**src/rtl/smpl_tmr_pkg.sv**
```systemverilog
`timescale 1ns/1ps
package smpl_tmr_pkg;

    localparam int CODE_W     = 4;
    localparam int LEAD_W     = 9;
    localparam int BASE_SHIFT = 7;
    localparam int MAX_CODE   = 10;
    localparam int CNT_W      = BASE_SHIFT + MAX_CODE + 1;
    localparam int LEAD_RST   = 16;

    typedef struct packed {
        logic [CODE_W-1:0] code;
        logic [LEAD_W-1:0] lead;
        logic              pol;
        logic              filt;
    } tmr_cfg_t;

    localparam tmr_cfg_t CFG_RST = '{
        code: '0,
        lead: LEAD_W'(LEAD_RST),
        pol:  1'b0,
        filt: 1'b0
    };

    // Period in ticks for a code, clamped to the largest supported code.
    function automatic logic [CNT_W-1:0] period_of(input logic [CODE_W-1:0] c);
        logic [CODE_W-1:0] k;
        logic [CNT_W-1:0]  one;
        k   = (int'(c) > MAX_CODE) ? CODE_W'(MAX_CODE) : c;
        one = CNT_W'(1);
        return one << (BASE_SHIFT + int'(k));
    endfunction

endpackage

```
**src/rtl/smpl_run_ctrl.sv**
```systemverilog
`timescale 1ns/1ps
module smpl_run_ctrl
    import smpl_tmr_pkg::*;
(
    input  logic     clk_i,
    input  logic     rst_ni,
    input  logic     start_i,
    input  logic     stop_i,
    input  tmr_cfg_t cfg_i,
    output logic     run_d_o,
    output logic     run_q_o,
    output tmr_cfg_t cfg_d_o,
    output tmr_cfg_t cfg_q_o,
    output logic     stopped_o
);

    typedef struct packed {
        logic     run;
        logic     stopped;
        tmr_cfg_t cfg;
    } ctrl_state_t;

    ctrl_state_t s_d, s_q;

    always_comb begin
        s_d         = s_q;
        s_d.stopped = stop_i;
        // configuration follows the pins only while idle
        if (!s_q.run) begin
            s_d.cfg = cfg_i;
        end
        if (stop_i) begin
            s_d.run = 1'b0;
        end else if (start_i) begin
            s_d.run = 1'b1;
        end
    end

    always_ff @(posedge clk_i or negedge rst_ni) begin
        if (!rst_ni) begin
            s_q <= '{run: 1'b0, stopped: 1'b0, cfg: CFG_RST};
        end else begin
            s_q <= s_d;
        end
    end

    assign run_d_o   = s_d.run;
    assign run_q_o   = s_q.run;
    assign cfg_d_o   = s_d.cfg;
    assign cfg_q_o   = s_q.cfg;
    assign stopped_o = s_q.stopped;

endmodule

```
**src/rtl/smpl_period_dec.sv**
```systemverilog
`timescale 1ns/1ps
module smpl_period_dec
    import smpl_tmr_pkg::*;
#(
    parameter int N_SEL = 2
) (
    input  logic [N_SEL-1:0][CODE_W-1:0] code_i,
    output logic [N_SEL-1:0][CNT_W-1:0]  period_o
);

    for (genvar g = 0; g < N_SEL; g++) begin : g_dec
        always_comb begin
            period_o[g] = period_of(code_i[g]);
        end
    end

endmodule

```
**src/rtl/smpl_period_cnt.sv**
```systemverilog
`timescale 1ns/1ps
module smpl_period_cnt
    import smpl_tmr_pkg::*;
(
    input  logic             clk_i,
    input  logic             rst_ni,
    input  logic             tick_i,
    input  logic             run_q_i,
    input  logic             run_d_i,
    input  logic [CNT_W-1:0] period_i,
    output logic [CNT_W-1:0] cnt_d_o,
    output logic             stb_o
);

    typedef struct packed {
        logic [CNT_W-1:0] cnt;
        logic             stb;
    } cnt_state_t;

    cnt_state_t s_d, s_q;
    logic       at_end;

    assign at_end = (s_q.cnt == period_i - CNT_W'(1));

    always_comb begin
        s_d     = s_q;
        s_d.stb = 1'b0;
        if (run_q_i && tick_i) begin
            if (at_end) begin
                s_d.cnt = '0;
                s_d.stb = run_d_i;
            end else begin
                s_d.cnt = s_q.cnt + CNT_W'(1);
            end
        end
        if (!run_d_i) begin
            s_d.cnt = '0;
        end
    end

    always_ff @(posedge clk_i or negedge rst_ni) begin
        if (!rst_ni) begin
            s_q <= '0;
        end else begin
            s_q <= s_d;
        end
    end

    assign cnt_d_o = s_d.cnt;
    assign stb_o   = s_q.stb;

endmodule

```
**src/rtl/smpl_led_drv.sv**
```systemverilog
`timescale 1ns/1ps
module smpl_led_drv
    import smpl_tmr_pkg::*;
(
    input  logic             clk_i,
    input  logic             rst_ni,
    input  logic             run_d_i,
    input  logic [CNT_W-1:0] cnt_d_i,
    input  logic [CNT_W-1:0] period_d_i,
    input  tmr_cfg_t         cfg_d_i,
    output logic             led_o
);

    typedef struct packed {
        logic led;
    } led_state_t;

    led_state_t       s_d, s_q;
    logic [CNT_W-1:0] lead_ext;
    logic             whole_run;
    logic             in_window;
    logic             active;

    assign lead_ext  = CNT_W'(cfg_d_i.lead);
    assign whole_run = cfg_d_i.filt || (lead_ext >= period_d_i);
    assign in_window = cnt_d_i >= (period_d_i - lead_ext);
    assign active    = run_d_i && (whole_run || in_window);

    always_comb begin
        s_d.led = active ? cfg_d_i.pol : !cfg_d_i.pol;
    end

    always_ff @(posedge clk_i or negedge rst_ni) begin
        if (!rst_ni) begin
            s_q.led <= !CFG_RST.pol;
        end else begin
            s_q <= s_d;
        end
    end

    assign led_o = s_q.led;

endmodule

```
**src/rtl/smpl_strobe_timer.sv**
```systemverilog
`timescale 1ns/1ps
module smpl_strobe_timer
    import smpl_tmr_pkg::*;
(
    input  logic              clk_i,
    input  logic              rst_ni,
    input  logic              tick_1us_i,
    input  logic              start_i,
    input  logic              stop_i,
    input  logic [CODE_W-1:0] period_code_i,
    input  logic [LEAD_W-1:0] lead_us_i,
    input  logic              led_active_high_i,
    input  logic              filter_en_i,
    output logic              sample_stb_o,
    output logic              led_o,
    output logic              stopped_o,
    output logic              running_o
);

    tmr_cfg_t                cfg_pins;
    tmr_cfg_t                run_cfg_d, run_cfg_q;
    logic                    run_d, run_q;
    logic [1:0][CODE_W-1:0]  codes;
    logic [1:0][CNT_W-1:0]   periods;
    logic [CNT_W-1:0]        cnt_d;

    assign cfg_pins = '{
        code: period_code_i,
        lead: lead_us_i,
        pol:  led_active_high_i,
        filt: filter_en_i
    };

    smpl_run_ctrl u_ctrl (
        .clk_i     (clk_i),
        .rst_ni    (rst_ni),
        .start_i   (start_i),
        .stop_i    (stop_i),
        .cfg_i     (cfg_pins),
        .run_d_o   (run_d),
        .run_q_o   (run_q),
        .cfg_d_o   (run_cfg_d),
        .cfg_q_o   (run_cfg_q),
        .stopped_o (stopped_o)
    );

    // index 0: period in force now, index 1: period for the next cycle
    assign codes[0] = run_cfg_q.code;
    assign codes[1] = run_cfg_d.code;

    smpl_period_dec #(.N_SEL(2)) u_dec (
        .code_i   (codes),
        .period_o (periods)
    );

    smpl_period_cnt u_cnt (
        .clk_i    (clk_i),
        .rst_ni   (rst_ni),
        .tick_i   (tick_1us_i),
        .run_q_i  (run_q),
        .run_d_i  (run_d),
        .period_i (periods[0]),
        .cnt_d_o  (cnt_d),
        .stb_o    (sample_stb_o)
    );

    smpl_led_drv u_led (
        .clk_i      (clk_i),
        .rst_ni     (rst_ni),
        .run_d_i    (run_d),
        .cnt_d_i    (cnt_d),
        .period_d_i (periods[1]),
        .cfg_d_i    (run_cfg_d),
        .led_o      (led_o)
    );

    assign running_o = run_q;

endmodule


```
**config.mk**
```make
export PLATFORM = sky130hd
export DESIGN_NAME = smpl_strobe_timer
export DESIGN_NICKNAME = d
export VERILOG_FILES = /design/src/rtl/smpl_tmr_pkg.sv /design/src/rtl/smpl_run_ctrl.sv /design/src/rtl/smpl_period_dec.sv /design/src/rtl/smpl_period_cnt.sv /design/src/rtl/smpl_led_drv.sv /design/src/rtl/smpl_strobe_timer.sv
export SDC_FILE = /design/constraint.sdc
export NUM_CORES = 1
export LEC_CHECK = 0
export BUFFER_PORTS_ARGS = -buffer_cell sky130_fd_sc_hd__buf_2
export CORE_MARGIN = 4
export CORE_UTILIZATION = 55
export CTS_CLUSTER_DIAMETER = 80
export CTS_CLUSTER_SIZE = 12
export DETAILED_ROUTE_END_ITERATION = 8
export PLACE_DENSITY_LB_ADDON = 0.15
export SYNTH_ARGS = -nofsm -noshare
export SYNTH_HDL_FRONTEND = slang
export SYNTH_SLANG_ARGS = --single-unit
```
**constraint.sdc**
```tcl
create_clock -name clk_i -period 5.7 [get_ports clk_i]
set_clock_uncertainty 0.05 [all_clocks]
set_input_delay 0.285 -clock clk_i [delete_from_list [all_inputs] [get_ports clk_i]]
set_output_delay 0.285 -clock clk_i [all_outputs]
set_load 0.05 [all_outputs]
```
=== After elaboration in Yosys (flattened, before gate mapping) ===
Index checks and enable logic that the tools add are counted.

* Flip-flop bits (word level): 37
* Bits of input ports: 20
* Output and inout port bits: 4
* Logic and storage cells: 36

* $add $sub $neg: 5
* Order comparisons: 4
* Equality and inequality tests: 1
* Shift operators: 2
* Mux-type cells: 10
* Reductions and logical operators: 5

{| class="wikitable"
|+ Operators by type and width
! cell !! count
|-
| $shl 1x32->18 const A || 2
|-
| $mux 18 || 2
|-
| $mux 19 || 1
|-
| $add 18x1->18 const B || 1
|-
| $eq 18x18->1 || 1
|-
| $ge 18x18->1 || 1
|-
| $ge 9x18->1 || 1
|-
| $sub 18x1->18 const B || 1
|-
| $sub 18x9->18 || 1
|-
| $mux 15 || 1
|-
| $add 3x4->5 const A || 2
|-
| $gt 4x4->1 const B || 2
|-
| $mux 4 || 2
|-
| $mux 1 || 4
|-
| $logic_and 1x1->1 || 2
|-
| $logic_or 1x1->1 || 2
|-
| $logic_not 1->1 || 1
|}

=== Logic depth before layout (Yosys ltp) ===
Gate-level depths: netlist (run 1).

* Depth after elaboration: 13
* Gate-level depth with buffers: 22
* Gate-level depth less buffers: 19

=== Modules after synthesis ===
Synthesis (run 1) repeated with hierarchy kept, for this count alone.

* Cells, all modules: 421
* Area total of the unflattened synthesis: 3961.3 um^2

{| class="wikitable"
|+ By module, submodules not included
! module !! times used !! cells each !! area each (um^2) !! sequential area each (um^2)
|-
| smpl_period_cnt || 1 || 196 || 1691.6 || 475.5
|-
| smpl_led_drv || 1 || 145 || 1093.5 || 26.3
|-
| smpl_run_ctrl || 1 || 35 || 670.6 || 426.7
|-
| smpl_period_dec || 1 || 45 || 505.5 || 0.0
|}

=== Worst setup path after synthesis (run 1) ===
OpenSTA, ideal clock, no wires.

* Path kind: reg-to-reg
* Start: register u_ctrl.s_q (netlist bit u_ctrl.run_q_o)
* End: register u_led.s_q (netlist: u_led.led_o)
* Setup time: 0.082 ns
* Arrival time: 4.572 ns
* Required time: 5.568 ns
* Slack: 0.996 ns
* Cell stages (with the launch flop): 22
* Buffers on the path: 2
* Clock period less this slack: 4.704 ns
* Cells stage by stage: dfrtp_1 -> buf_2 -> buf_1 -> mux2_2 -> ha_1 -> inv_1 -> fa_1 -> a21o_1 -> a21oi_1 -> o211ai_1 -> a31o_2 -> a31oi_1 -> nor4_1 -> a21oi_1 -> ha_1 -> o21a_1 -> o21a_1 -> nand4_1 -> nor2_1 -> nor4b_1 -> a41oi_1 -> xnor2_1

{| class="wikitable"
|+ RTL lines
! element !! RTL line !! RTL
|-
| from (decl) || smpl_run_ctrl.sv:23 || <nowiki>ctrl_state_t s_d, s_q;</nowiki>
|-
| from (signal assigned) || smpl_run_ctrl.sv:41 || <nowiki>s_q <= '{run: 1'b0, stopped: 1'b0, cfg: CFG_RST};</nowiki>
|-
| to (decl) || smpl_led_drv.sv:18 || <nowiki>led_state_t s_d, s_q;</nowiki>
|}

=== Final worst setup path (run 1) ===
* Start: register u_ctrl.s_q (netlist bit u_ctrl.cfg_q_o[13])
* End: register u_led.s_q (netlist: u_led.led_o)

* Longest elaborated chain between the ends: 13
* Elaborated cells between the ends (all ways): 21
* Those cells by class: add/sub (4); order compare (4); eq/ne (1); shift (2); mux (7); reduce/logical (3)

{| class="wikitable"
|+ RTL lines
! element !! RTL line !! RTL
|-
| $gt 4x4->1 || smpl_tmr_pkg.sv:29 || <nowiki>k = (int'(c) > MAX_CODE) ? CODE_W'(MAX_CODE) : c;</nowiki>
|-
| $mux 4 * || smpl_tmr_pkg.sv:29 ||
|-
| $add 3x4->5 * || smpl_tmr_pkg.sv:31 || <nowiki>return one << (BASE_SHIFT + int'(k));</nowiki>
|-
| $shl 1x32->18 * || smpl_tmr_pkg.sv:31 ||
|-
| $sub 18x1->18 * || smpl_period_cnt.sv:23 || <nowiki>assign at_end = (s_q.cnt == period_i - CNT_W'(1));</nowiki>
|-
| $eq 18x18->1 * || smpl_period_cnt.sv:23 ||
|-
| $mux 18 * || smpl_period_cnt.sv:29 || <nowiki>if (at_end) begin</nowiki>
|-
| $mux 19 * || smpl_period_cnt.sv:28 || <nowiki>if (run_q_i && tick_i) begin</nowiki>
|-
| $mux 18 * || smpl_period_cnt.sv:36 || <nowiki>if (!run_d_i) begin</nowiki>
|-
| net cnt_d[7] || smpl_strobe_timer.sv:25 || <nowiki>logic [CNT_W-1:0] cnt_d;</nowiki>
|-
| $ge 18x18->1 * || smpl_led_drv.sv:26 || <nowiki>assign in_window = cnt_d_i >= (period_d_i - lead_ext);</nowiki>
|-
| $logic_or 1x1->1 * || smpl_led_drv.sv:27 || <nowiki>assign active = run_d_i && (whole_run || in_window);</nowiki>
|-
| $logic_and 1x1->1 * || smpl_led_drv.sv:27 ||
|-
| $mux 1 * || smpl_led_drv.sv:30 || <nowiki>s_d.led = active ? cfg_d_i.pol : !cfg_d_i.pol;</nowiki>
|-
| net u_led.s_d || smpl_led_drv.sv:18 ||
|}

Mark *: on every way through the listed nets, which the timed path passes. The rest lies on a longest branch.

==> results of run 1 <==
## kinds of logic (layout without fill, tap and decap cells)
kind of cell               Yosys count  count (layout)  share of synthesized area (%)
other                                2              10                          0.218
adders and majority gates           32              32                           11.8
muxes                               17              17                           5.05
and+or+nand+nor                    131             131                           21.5
buffers and inverters               47              64                           6.29
xor gates and xnor gates            39              39                           9.92
DFF                                 37              37                           27.0
AOI/OAI and AO/OA                   89              89                           18.2
## layout make-up
class	instances	share of cell area (%)
clock buffers	5	1.86
clock inverters	3	0.575
inverters	28	2.84
multi-input cells	318	63.0
flip-flops and latches	37	25.1
well taps	75	2.54
repair buffers	28	4.13
## stage by stage
step	cells	power, mW
finish	494	0.759
global route	494	0.816
CTS	494	0.764
detailed placement	486	0.573
global placement	486	0.568
floorplan	402	0.508
## routing by layer
layer  GRT usage [%]  wire (µm)
met5               0          0
met2            37.5       3750
met3            2.74        283
met1            30.3       3540
met4            9.76        250
## critical path, delay by kind of cell, from the launching register on
family                     cells  cell delay [ns]
and+or+nand+nor                5             1.68
xor gates and xnor gates       2             0.29
adders and majority gates      2             0.78
DFF                            1             0.51
AOI/OAI and AO/OA              8             1.53
## report_power, final
| group | internal (mW) | leakage, nW | switching [mW] |
|---|---|---|---|
| sequential | 0.277 | 0.474 | 0.00856 |
| combinational | 0.114 | 1.14 | 0.169 |
| clock | 0.0868 | 0.0445 | 0.103 |
| total | 0.478 | 1.66 | 0.281 |
## sequential cells by signal, indices dropped and copies added, names as in the netlist
| name | flops |
|---|---|
| u_ctrl.cfg_q_o | 15 |
| u_ctrl.stopped_o | 1 |
| u_ctrl.run_q_o | 1 |
| u_led.led_o | 1 |
| u_cnt.s_q | 18 |
| u_cnt.stb_o | 1 |
## cells in the final DEF, fill, tap and decap left out, types with 3 or more instances in the layout
| cell | n |
|---|---|
| o21a_1 | 4 |
| nand4_1 | 9 |
| nand3_1 | 17 |
| nor3_2 | 9 |
| nor2_1 | 26 |
| nand2b_1 | 3 |
| nand2_1 | 22 |
| mux2i_1 | 14 |
| dfrtp_1 | 35 |
| o211ai_1 | 6 |
| buf_4 | 5 |
| a21o_1 | 9 |
| a31oi_1 | 6 |
| a211oi_1 | 10 |
| mux2_2 | 3 |
| o21ai_0 | 15 |
| nor3_1 | 14 |
| conb_1 | 10 |
| xnor2_1 | 23 |
| nor4_1 | 6 |
| ha_1 | 31 |
| xor2_1 | 16 |
| a21oi_1 | 11 |
| clkbuf_8 | 5 |
| a2111oi_0 | 4 |
| buf_2 | 23 |
| inv_1 | 28 |
| and3_1 | 6 |
## how the worst max path moves through the flow
stage / cells past startpoint / from / end
floorplan: 21 / u_ctrl.run_q_o$_DFF_PN0_ / u_led.led_o$_DFF_PN1_
global placement: 17 / u_ctrl.cfg_q_o[13]$_DFF_PN0_ / u_led.led_o$_DFF_PN1_
detailed placement: 17 / u_ctrl.cfg_q_o[13]$_DFF_PN0_ / u_led.led_o$_DFF_PN1_
CTS: 17 / u_ctrl.cfg_q_o[13]$_DFF_PN0_ / u_led.led_o$_DFF_PN1_
global route: 17 / u_ctrl.cfg_q_o[13]$_DFF_PN0_ / u_led.led_o$_DFF_PN1_
finish: 17 / u_ctrl.cfg_q_o[13]$_DFF_PN0_ / u_led.led_o$_DFF_PN1_
==> results.sh, run 1 <==
export IMPL_status="complete, no violations"
export IMPL_r2r_end="u_led.led_o$_DFF_PN1_"
export IMPL_root_buffer="clkbuf_8"
export IMPL_worstSetupPathType="register to register"
export IMPL_grt_max_degree=38
export IMPL_power_density_nw_per_um2=205
export IMPL_fp_dieW_um=87.1
export IMPL_finalCritPeriodShare_pct=86.5
export IMPL_core_um2=5990
export IMPL_timing_final_crit_period_ns=4.93
export IMPL_nFillCells=536
export IMPL_drive_gt1_share_pct=14.1
export IMPL_tightest_slew_ns=0.837
export IMPL_post_cts_setup_buffers=0
export IMPL_grt_pass1_wl_um=13900
export IMPL_hold_viol_final=0
export IMPL_async_flop_share_pct=100
export IMPL_place_gp_congestion=0.918
export IMPL_multi_input_area_um2=2330
export IMPL_cts_tree="done"
export IMPL_cts_resized=0
export IMPL_setup_slack_ns=0.767
export IMPL_place_ws_ns=0.730
export IMPL_worst_setup_path_end_kind="register"
export IMPL_fin_nets=470
export IMPL_rr_worst_depth=17
export IMPL_critPathRequiredTime_ns=5.88
export IMPL_finalSetupViolations=0
export IMPL_regArea_um2=928
export IMPL_seq_area_frac_synth_pct=27.0
export IMPL_grt_pass1_vias=2968
export IMPL_synthTopCellsByCount="35 x dfrtp_1, 31 x ha_1, 28 x inv_1, 26 x nor2_1, 23 x xnor2_1"
export IMPL_cts_sinks=37
export IMPL_hpwl_um=6160
export IMPL_min_path_type="primary input to asynchronous set/reset pin"
export IMPL_final_area_um2=3700
export IMPL_drtPass1Iterations=4
export IMPL_grt_overflow=0
export IMPL_antenna_found_initial=0
export IMPL_clk_pin_slew_ns=0.08
export IMPL_postSynthAreaPerCell_um2=8.74
export IMPL_worstPathCellList="a211oi_1, ha_1, nor4b_1, a21oi_1, o211a_1, xnor2_1, a2111oi_0, and4bb_1, nor3_2, ha_1, a21o_1, a21o_1, a21oi_1, nor2_1, nor4b_1, a41oi_1, xnor2_1"
export IMPL_yosysMostFrequentCell="dfrtp_1"
export IMPL_postSynthCellCount=394
export IMPL_grtUsageTotal_pct=22.8
export IMPL_slowest_stage="and4bb_1"
export IMPL_portBuffers=23
export IMPL_drt_iter0_markers=173
export IMPL_dieHeight_um=87.1
export IMPL_power_static_leakage_nw=1.66
export IMPL_r2r_start="u_ctrl.cfg_q_o[13]$_DFF_PN0_"
export IMPL_synth_cell_type_count=62
export IMPL_worstPathArrival_ns=5.11
export IMPL_cts_buffer_depth=2
export IMPL_route_detailed_drc=0
export IMPL_htreeDepth=2
export IMPL_irDropWorstVdd_mv=0.188
export IMPL_relSlewSlack_pct=44.2
export IMPL_vias=2916
export IMPL_rsz0062_at_grt="no"
export IMPL_max_cap_violations=0
export IMPL_wirelength_um=7820
export IMPL_slowest_delay_ns=0.80
export IMPL_routed_via_density=5.90
export IMPL_tns_ns=0
export IMPL_yosys_warnings=0
export IMPL_synth_flop_cell="dfrtp_1"
export IMPL_wl_per_cell_um=15.8
export IMPL_synth_top_area_share_pct=25.4
export IMPL_synth_seq_cells=37
export IMPL_placed_cell_area_um2=3610
export IMPL_clk_latency_ns=0.29
export IMPL_start_kind="register"
export IMPL_hold_buffers=0
export IMPL_rows=28
export IMPL_area_growth_syn_to_layout_pct=7.41
export IMPL_fin_util_pct=61.7
export IMPL_maxSlewViolCount=0
export IMPL_hold_slack_ns=0.0224
export IMPL_postRouteAntennaNets=0
export IMPL_ff2ff_setup_slack_ns=0.77
export IMPL_start_util_pct=57.5
export IMPL_syn_area_um2=3440
export IMPL_max_freq_mhz=203
export IMPL_crit_path_max_fanout=18
export IMPL_die_area_um2=7590
export IMPL_synth_area_leaders="dfrtp_1 25%, ha_1 11%, xnor2_1 5.9%"
export IMPL_io_pins=24
export IMPL_cts_buffers=5
export IMPL_n_antenna_cell=0
export IMPL_synth_top_area_cell="dfrtp_1"
export IMPL_synth_edff_count=0
(Power assumes the default switching activity.)
==> inputs of run 2 (changes only) <==
--- a/config.mk
+++ b/config.mk
@@ -5,13 +5,15 @@
 export SDC_FILE = /design/constraint.sdc
 export NUM_CORES = 1
 export LEC_CHECK = 0
-export BUFFER_PORTS_ARGS = -buffer_cell sky130_fd_sc_hd__buf_2
+export BUFFER_PORTS_ARGS = -buffer_cell sky130_fd_sc_hd__buf_4
 export CORE_MARGIN = 4
 export CORE_UTILIZATION = 55
 export CTS_CLUSTER_DIAMETER = 80
 export CTS_CLUSTER_SIZE = 12
 export DETAILED_ROUTE_END_ITERATION = 8
 export PLACE_DENSITY_LB_ADDON = 0.15
+export RECOVER_POWER = 25
 export SYNTH_ARGS = -nofsm -noshare
 export SYNTH_HDL_FRONTEND = slang
 export SYNTH_SLANG_ARGS = --single-unit
+export TNS_END_PERCENT = 10
==> run 2 against run 1 <==
Effect of this change: clock power up 47%; maximum frequency fell by 4.4%; clock-buffer cell count is the same; sequential share of layout area decreased by 0.69 points; cell count unchanged; non-clock buffer count unchanged; power grew 13%; highest routed layer unchanged; the run now ends with max-capacitance violations, max-slew violations left.
==> results.sh, run 2 (synthesized netlist as in run 1, its figures left out) <==
export IMPL_postRouteAntennaNets=0
export IMPL_power_mw=0.856
export IMPL_top_register="u_cnt.s_q"
export IMPL_wl_per_cell_um=16.1
export IMPL_drt_iter0_markers=112
export IMPL_wl_met2_um=3890
export IMPL_post_place_cells=485
export IMPL_dieHeight_um=87.1
export IMPL_grtUsageTotal_pct=22.8
export IMPL_rows=28
export IMPL_min_path_type="primary input to register"
export IMPL_crit_path_max_fanout=25
export IMPL_grt_pass1_vias=2843
export IMPL_hpwl_um=6100
export IMPL_start_util_pct=57.5
export IMPL_power_static_leakage_nw=1.69
export IMPL_worstPathArrival_ns=5.33
export IMPL_fp_dieW_um=87.1
export IMPL_grt_max_degree=38
export IMPL_tightest_slew_ns=1.96
export IMPL_drtPass1Iterations=4
export IMPL_worst_setup_path_end_kind="register"
export IMPL_maxSlewViolCount=38
export IMPL_core_um2=5990
export IMPL_hold_viol_final=0
export IMPL_cts_buffers=5
export IMPL_fin_nets=470
export IMPL_layoutNonFillerInstCount=494
export IMPL_io_pins=24
export IMPL_final_cell_mix="35 x dfrtp_1, 31 x ha_1, 28 x inv_1"
export IMPL_max_cap_violations=1
export IMPL_die_area_um2=7590
export IMPL_met1Wirelength_um=3630
export IMPL_area_growth_syn_to_layout_pct=10.4
export IMPL_cts_buffer_depth=2
export IMPL_grt_overflow=0
export IMPL_violations="max-capacitance violations, max-slew violations"
export IMPL_place_gp_congestion=0.918
export IMPL_tns_ns=0
export IMPL_root_buffer="clkbuf_8"
export IMPL_drive_gt1_share_pct=13.8
export IMPL_fin_util_pct=63.5
export IMPL_final_common_cell="dfrtp_1"
export IMPL_status="complete, but fails checks"
export IMPL_clk_pin_slew_ns=0.09
export IMPL_crit_path_start="u_ctrl.cfg_q_o[14]$_DFF_PN0_"
export IMPL_grt_pass1_wl_um=13800
export IMPL_htreeDepth=2
export IMPL_cts_tree="done"
export IMPL_clk_latency_ns=0.30
export IMPL_rsz0062_at_grt="no"
export IMPL_largest_reg_flops=18
export IMPL_start_kind="register"
export IMPL_worstSetupPathType="register to register"
export IMPL_dr_wl_met3_um=265
export IMPL_cts_sinks=37
export IMPL_relSlewSlack_pct=-30.7
export IMPL_finalCritPeriodShare_pct=90.5
export IMPL_n_antenna_cell=0
export IMPL_vias=2921
export IMPL_r2r_start="u_ctrl.cfg_q_o[14]$_DFF_PN0_"
export IMPL_ff2ff_setup_slack_ns=0.54
export IMPL_timing_final_crit_period_ns=5.16
export IMPL_portBuffers=23
export IMPL_post_cts_setup_buffers=0
export IMPL_routed_via_density=5.91
export IMPL_wirelength_um=7970
export IMPL_route_detailed_drc=0
export IMPL_routed_top_layer="met4"
export IMPL_hold_path_startpoint="stop_i"
export IMPL_finalSetupViolations=0
export IMPL_antenna_found_initial=0
export IMPL_max_freq_mhz=194
export IMPL_irDropWorstVdd_mv=0.170
export IMPL_power_density_nw_per_um2=225
export IMPL_critPathRequiredTime_ns=5.87
[run 2: changes by cell type in the layout (fill, tap and decap cells not counted)]
cell	before	now
buf_4	5	25
and4bb_2	0	1
clkbuf_4	0	1
dlygate4sd3_1	0	1
buf_2	23	0
clkinvlp_4	1	0
clkinv_2	1	0
bufinv_16	0	2
and4bb_1	2	1
clkbuf_1	0	1
[run 2: final timing paths]
check,endpoint,cells past startpoint
worst max-delay path,u_led.led_o$_DFF_PN1_,18
min in group asynchronous,u_ctrl.cfg_q_o[4]$_DFF_PN0_,2
worst min register to register,u_ctrl.cfg_q_o[10]$_DFF_PN0_,2
max in group asynchronous,u_ctrl.cfg_q_o[14]$_DFF_PN0_,2
worst max register to register,u_led.led_o$_DFF_PN1_,18
worst min-delay path,u_ctrl.stopped_o$_DFF_PN0_,1
[run 2: report_power, final]
part / switching [mW] / total, mW / internal, mW
clock network: 0.103 / 0.279 / 0.176
logic: 0.169 / 0.288 / 0.119
registers: 0.0122 / 0.289 / 0.277
total: 0.284 / 0.856 / 0.572
[run 2: worst max-delay path: stages (launching register included)]
cell and delay [ns]:
dfrtp_1 0.78, inv_1 0.31, nand2_1 0.17, ha_1 0.39
nor4b_1 0.48, a21oi_1 0.08, o211a_1 0.18, xnor2_1 0.14
a2111oi_0 0.36, and4bb_2 0.61, nor3_2 0.10, ha_1 0.33
a21o_1 0.18, a21o_1 0.16, a21oi_1 0.13, nor2_1 0.05
nor4b_1 0.24, a41oi_1 0.17, xnor2_1 0.16
[run 2: layout make-up]
cell class | count | area, µm²
sequential | 37 | 928
clock inverter | 3 | 68.8
fill | 519 | 2190
clock buffer | 5 | 68.8
inverter | 28 | 105
tap | 75 | 93.8
multi-input combinational | 318 | 2330
timing repair buffer | 28 | 209
[run 2: repair_timing]
action                                  CTS  global route
endpoints found under the setup margin    0             1
gates resized for setup                   0             1
hold buffers                              1             0
hold endpoints to repair                 35             0
[run 2: metal layers]
layer / vias up / global-route usage (%)
met5: - / 0
met4: 0 / 7.95
met3: 14 / 3.03
met2: 58 / 38.0
met1: 1371 / 30.4
li1: 1478 / -
[run 2: metrics by stage]
| step | setup slack (ns) | hold WS (ns) | cell area (µm²) |
|---|---|---|---|
| final | 0.541 | 0.0654 | 3800 |
| after global routing | 0.0762 | 0.0507 | 3800 |
| after CTS | 0.408 | 0.0342 | 3810 |
| after detailed placement | 0.398 | 0.225 | 3660 |
| after global placement | 0.597 | 0.217 | 3660 |
| after floorplan | 0.996 | -0.0606 | 3470 |
==> inputs of run 3 (changes only) <==
--- a/config.mk
+++ b/config.mk
@@ -13,6 +13,7 @@
 export DETAILED_ROUTE_END_ITERATION = 8
 export PLACE_DENSITY_LB_ADDON = 0.15
 export RECOVER_POWER = 25
+export SETUP_SLACK_MARGIN = 0.1
 export SYNTH_ARGS = -nofsm -noshare
 export SYNTH_HDL_FRONTEND = slang
 export SYNTH_SLANG_ARGS = --single-unit
==> constraint.sdc (replaced) <==
create_clock -name clk_i -period 5.4 [get_ports clk_i]
set_clock_uncertainty 0.05 [all_clocks]
set_input_delay 0.27 -clock clk_i [delete_from_list [all_inputs] [get_ports clk_i]]
set_output_delay 0.27 -clock clk_i [all_outputs]
set_load 0.05 [all_outputs]
==> run 3 against run 2 <==
Effect of this change: first-iteration DRC count up 60%; hold slack better by 0.0065 ns; the flow still finishes with violations (max-capacitance violations, max-slew violations); largest power group is now combinational cells; worst setup slack better by 0.055 ns; power decreased by 7.1%; sequential power grew 5%; register-to-register slack better by 0.05 ns; clock power decreased by 34%; combinational power increased by 7%; routed wire length decreased by 1.4%.
==> results.sh, run 3 (synthesized netlist as in run 1, its figures left out) <==
export IMPL_io_pins=24
export IMPL_crit_path_max_fanout=15
export IMPL_n_antenna_cell=0
export IMPL_worstPathArrival_ns=4.97
export IMPL_postRouteAntennaNets=0
export IMPL_slowest_delay_ns=0.59
export IMPL_max_freq_mhz=208
export IMPL_place_gp_congestion=0.910
export IMPL_min_path_type="primary input to register"
export IMPL_cts_sinks=37
export IMPL_wl_per_cell_um=15.8
export IMPL_min_path_cells=1
export IMPL_dieHeight_um=87.1
export IMPL_clk_latency_ns=0.29
export IMPL_hold_viol_final=0
export IMPL_clk_pin_slew_ns=0.07
export IMPL_largest_reg_flops=18
export IMPL_rsz0062_at_grt="no"
export IMPL_tightest_slew_ns=1.95
export IMPL_root_buffer="clkbuf_8"
export IMPL_worst_setup_path_end_kind="register"
export IMPL_worstSetupPathType="register to register"
export IMPL_finalCritPeriodShare_pct=89.0
export IMPL_routed_via_density=6.08
export IMPL_portBuffers=23
export IMPL_timing_final_crit_period_ns=4.80
export IMPL_status="complete, but fails checks"
export IMPL_placed_cell_area_um2=3680
export IMPL_cp_top_family="simple AND/OR/NAND/NOR gates"
export IMPL_ff2ff_setup_slack_ns=0.60
export IMPL_rows=28
export IMPL_grt_overflow=0
export IMPL_core_um2=5990
export IMPL_irDropWorstVdd_mv=0.147
export IMPL_area_growth_syn_to_layout_pct=9.48
export IMPL_grt_pass1_wl_um=13100
export IMPL_cts_buffers=5
export IMPL_final_cell_mix="35 x dfrtp_1, 31 x ha_1, 28 x inv_1, 28 x buf_4, 26 x nor2_1"
export IMPL_die_area_um2=7590
export IMPL_rr_worst_depth=19
export IMPL_drt_iter0_markers=179
export IMPL_start_kind="register"
export IMPL_finalSetupViolations=0
export IMPL_critPathRequiredTime_ns=5.57
export IMPL_post_cts_setup_buffers=0
export IMPL_path_buf_inv=2
export IMPL_final_common_cell="dfrtp_1"
export IMPL_drive_gt1_share_pct=14.2
export IMPL_maxSlewViolCount=38
export IMPL_htreeDepth=2
export IMPL_cts_buffer_depth=2
export IMPL_drtPass1Iterations=5
export IMPL_antenna_found_initial=0
export IMPL_wirelength_um=7860
export IMPL_violations="max-capacitance violations, max-slew violations"
export IMPL_cts_tree="done"
export IMPL_top_register="u_cnt.s_q"
export IMPL_start_util_pct=57.5
export IMPL_vias=3024
export IMPL_hpwl_um=6190
export IMPL_fin_nets=473
export IMPL_grtUsageTotal_pct=21.7
export IMPL_route_detailed_drc=0
export IMPL_cp_num_cells=19
export IMPL_power_density_nw_per_um2=211
export IMPL_max_cap_violations=1
export IMPL_slowest_stage="dfrtp_1"
export IMPL_relSlewSlack_pct=-29.7
export IMPL_grt_max_degree=38
export IMPL_grt_pass1_vias=2852
export IMPL_tns_ns=0
export IMPL_worstPathCellList="inv_1, nand2_1, inv_1, ha_1, o21ba_2, a21boi_0, o211ai_1, or3_1, nand4_1, and4bb_2, nor3_1, ha_1, o21a_1, o21a_1, nand4_1, nor2_1, nor4b_1, a41oi_1, xnor2_1"
export IMPL_power_static_leakage_nw=1.68
export IMPL_final_area_um2=3770
export IMPL_fp_dieW_um=87.1
[run 3: cell count changes in the layout (fill, tap and decap cells not counted)]
cell       previous run  this run
buf_4                25        28
inv_6                 1         0
bufinv_16             2         0
clkbuf_1              1         2
clkinv_2              0         2
[run 3: layout make-up]
| class | count | area, µm² |
|---|---|---|
| Multi-Input combinational cell | 318 | 2330 |
| Fill cell | 519 | 2220 |
| Sequential cell | 37 | 928 |
| Timing Repair Buffer | 31 | 231 |
| Inverter | 28 | 105 |
| Tap cell | 75 | 93.8 |
| Clock buffer | 6 | 72.6 |
| Clock inverter | 2 | 10.0 |
[run 3: worst reg2reg max path: cells and delay by family, from the launching register on]
family	cells	cell delay, ns
flops	1	0.59
simple gates	8	1.78
buf+inv	2	0.29
xor+xnor	1	0.17
fa+ha+maj	2	0.55
compound gates	6	1.33
[run 3: report_power, final]
part           total (mW)  internal [mW]  switching (mW)  leakage (nW)
clock network       0.185         0.0894          0.0952        0.0450
registers           0.304          0.292          0.0116         0.474
logic               0.307          0.127           0.180          1.16
[run 3: path summary, 6_finish.rpt]
kind | endpoint | startpoint
worst max-delay path | u_led.led_o$_DFF_PN1_ | u_ctrl.cfg_q_o[14]$_DFF_PN0_
worst min-delay path | u_ctrl.stopped_o$_DFF_PN0_ | stop_i
worst max register to register | u_led.led_o$_DFF_PN1_ | u_ctrl.cfg_q_o[14]$_DFF_PN0_
worst min register to register | u_ctrl.cfg_q_o[5]$_DFF_PN0_ | u_ctrl.cfg_q_o[5]$_DFF_PN0_
max in group asynchronous | u_cnt.s_q[11]$_DFF_PN0_ | rst_ni
min in group asynchronous | u_ctrl.cfg_q_o[2]$_DFF_PN0_ | rst_ni
[run 3: through the flow]
step	total power [mW]	hold WS, ns	cells	util, %	worst slack [ns]
finish	0.795	0.0719	497	62.9	0.596
detailed placement	0.612	0.209	488	61.4	0.464
CTS	0.803	0.0332	497	63.0	0.465
global placement	0.605	0.206	488	61.4	0.672
floorplan	0.537	-0.0756	402	-	0.696
global route	0.856	0.0541	497	62.9	0.151
[run 3: what timing repair did]
item                                   4_1_cts  5_1_grt
endpoints found under the hold margin       35        0
setup endpoints to repair                    0        1
hold buffers                                 1        0
gates resized for setup                      0        1
[run 3: per-layer routing]
| metal | share of wire [%] | GRT usage [%] | vias to the layer above |
|---|---|---|---|
| met3 | 3.6 | 2.93 | 28 |
| met1 | 44 | 28.0 | 1410 |
| met2 | 49 | 35.7 | 108 |
| met5 | 0 | 0 | - |
| met4 | 4.0 | 10.3 | 0 |
| li1 | - | - | 1478 |
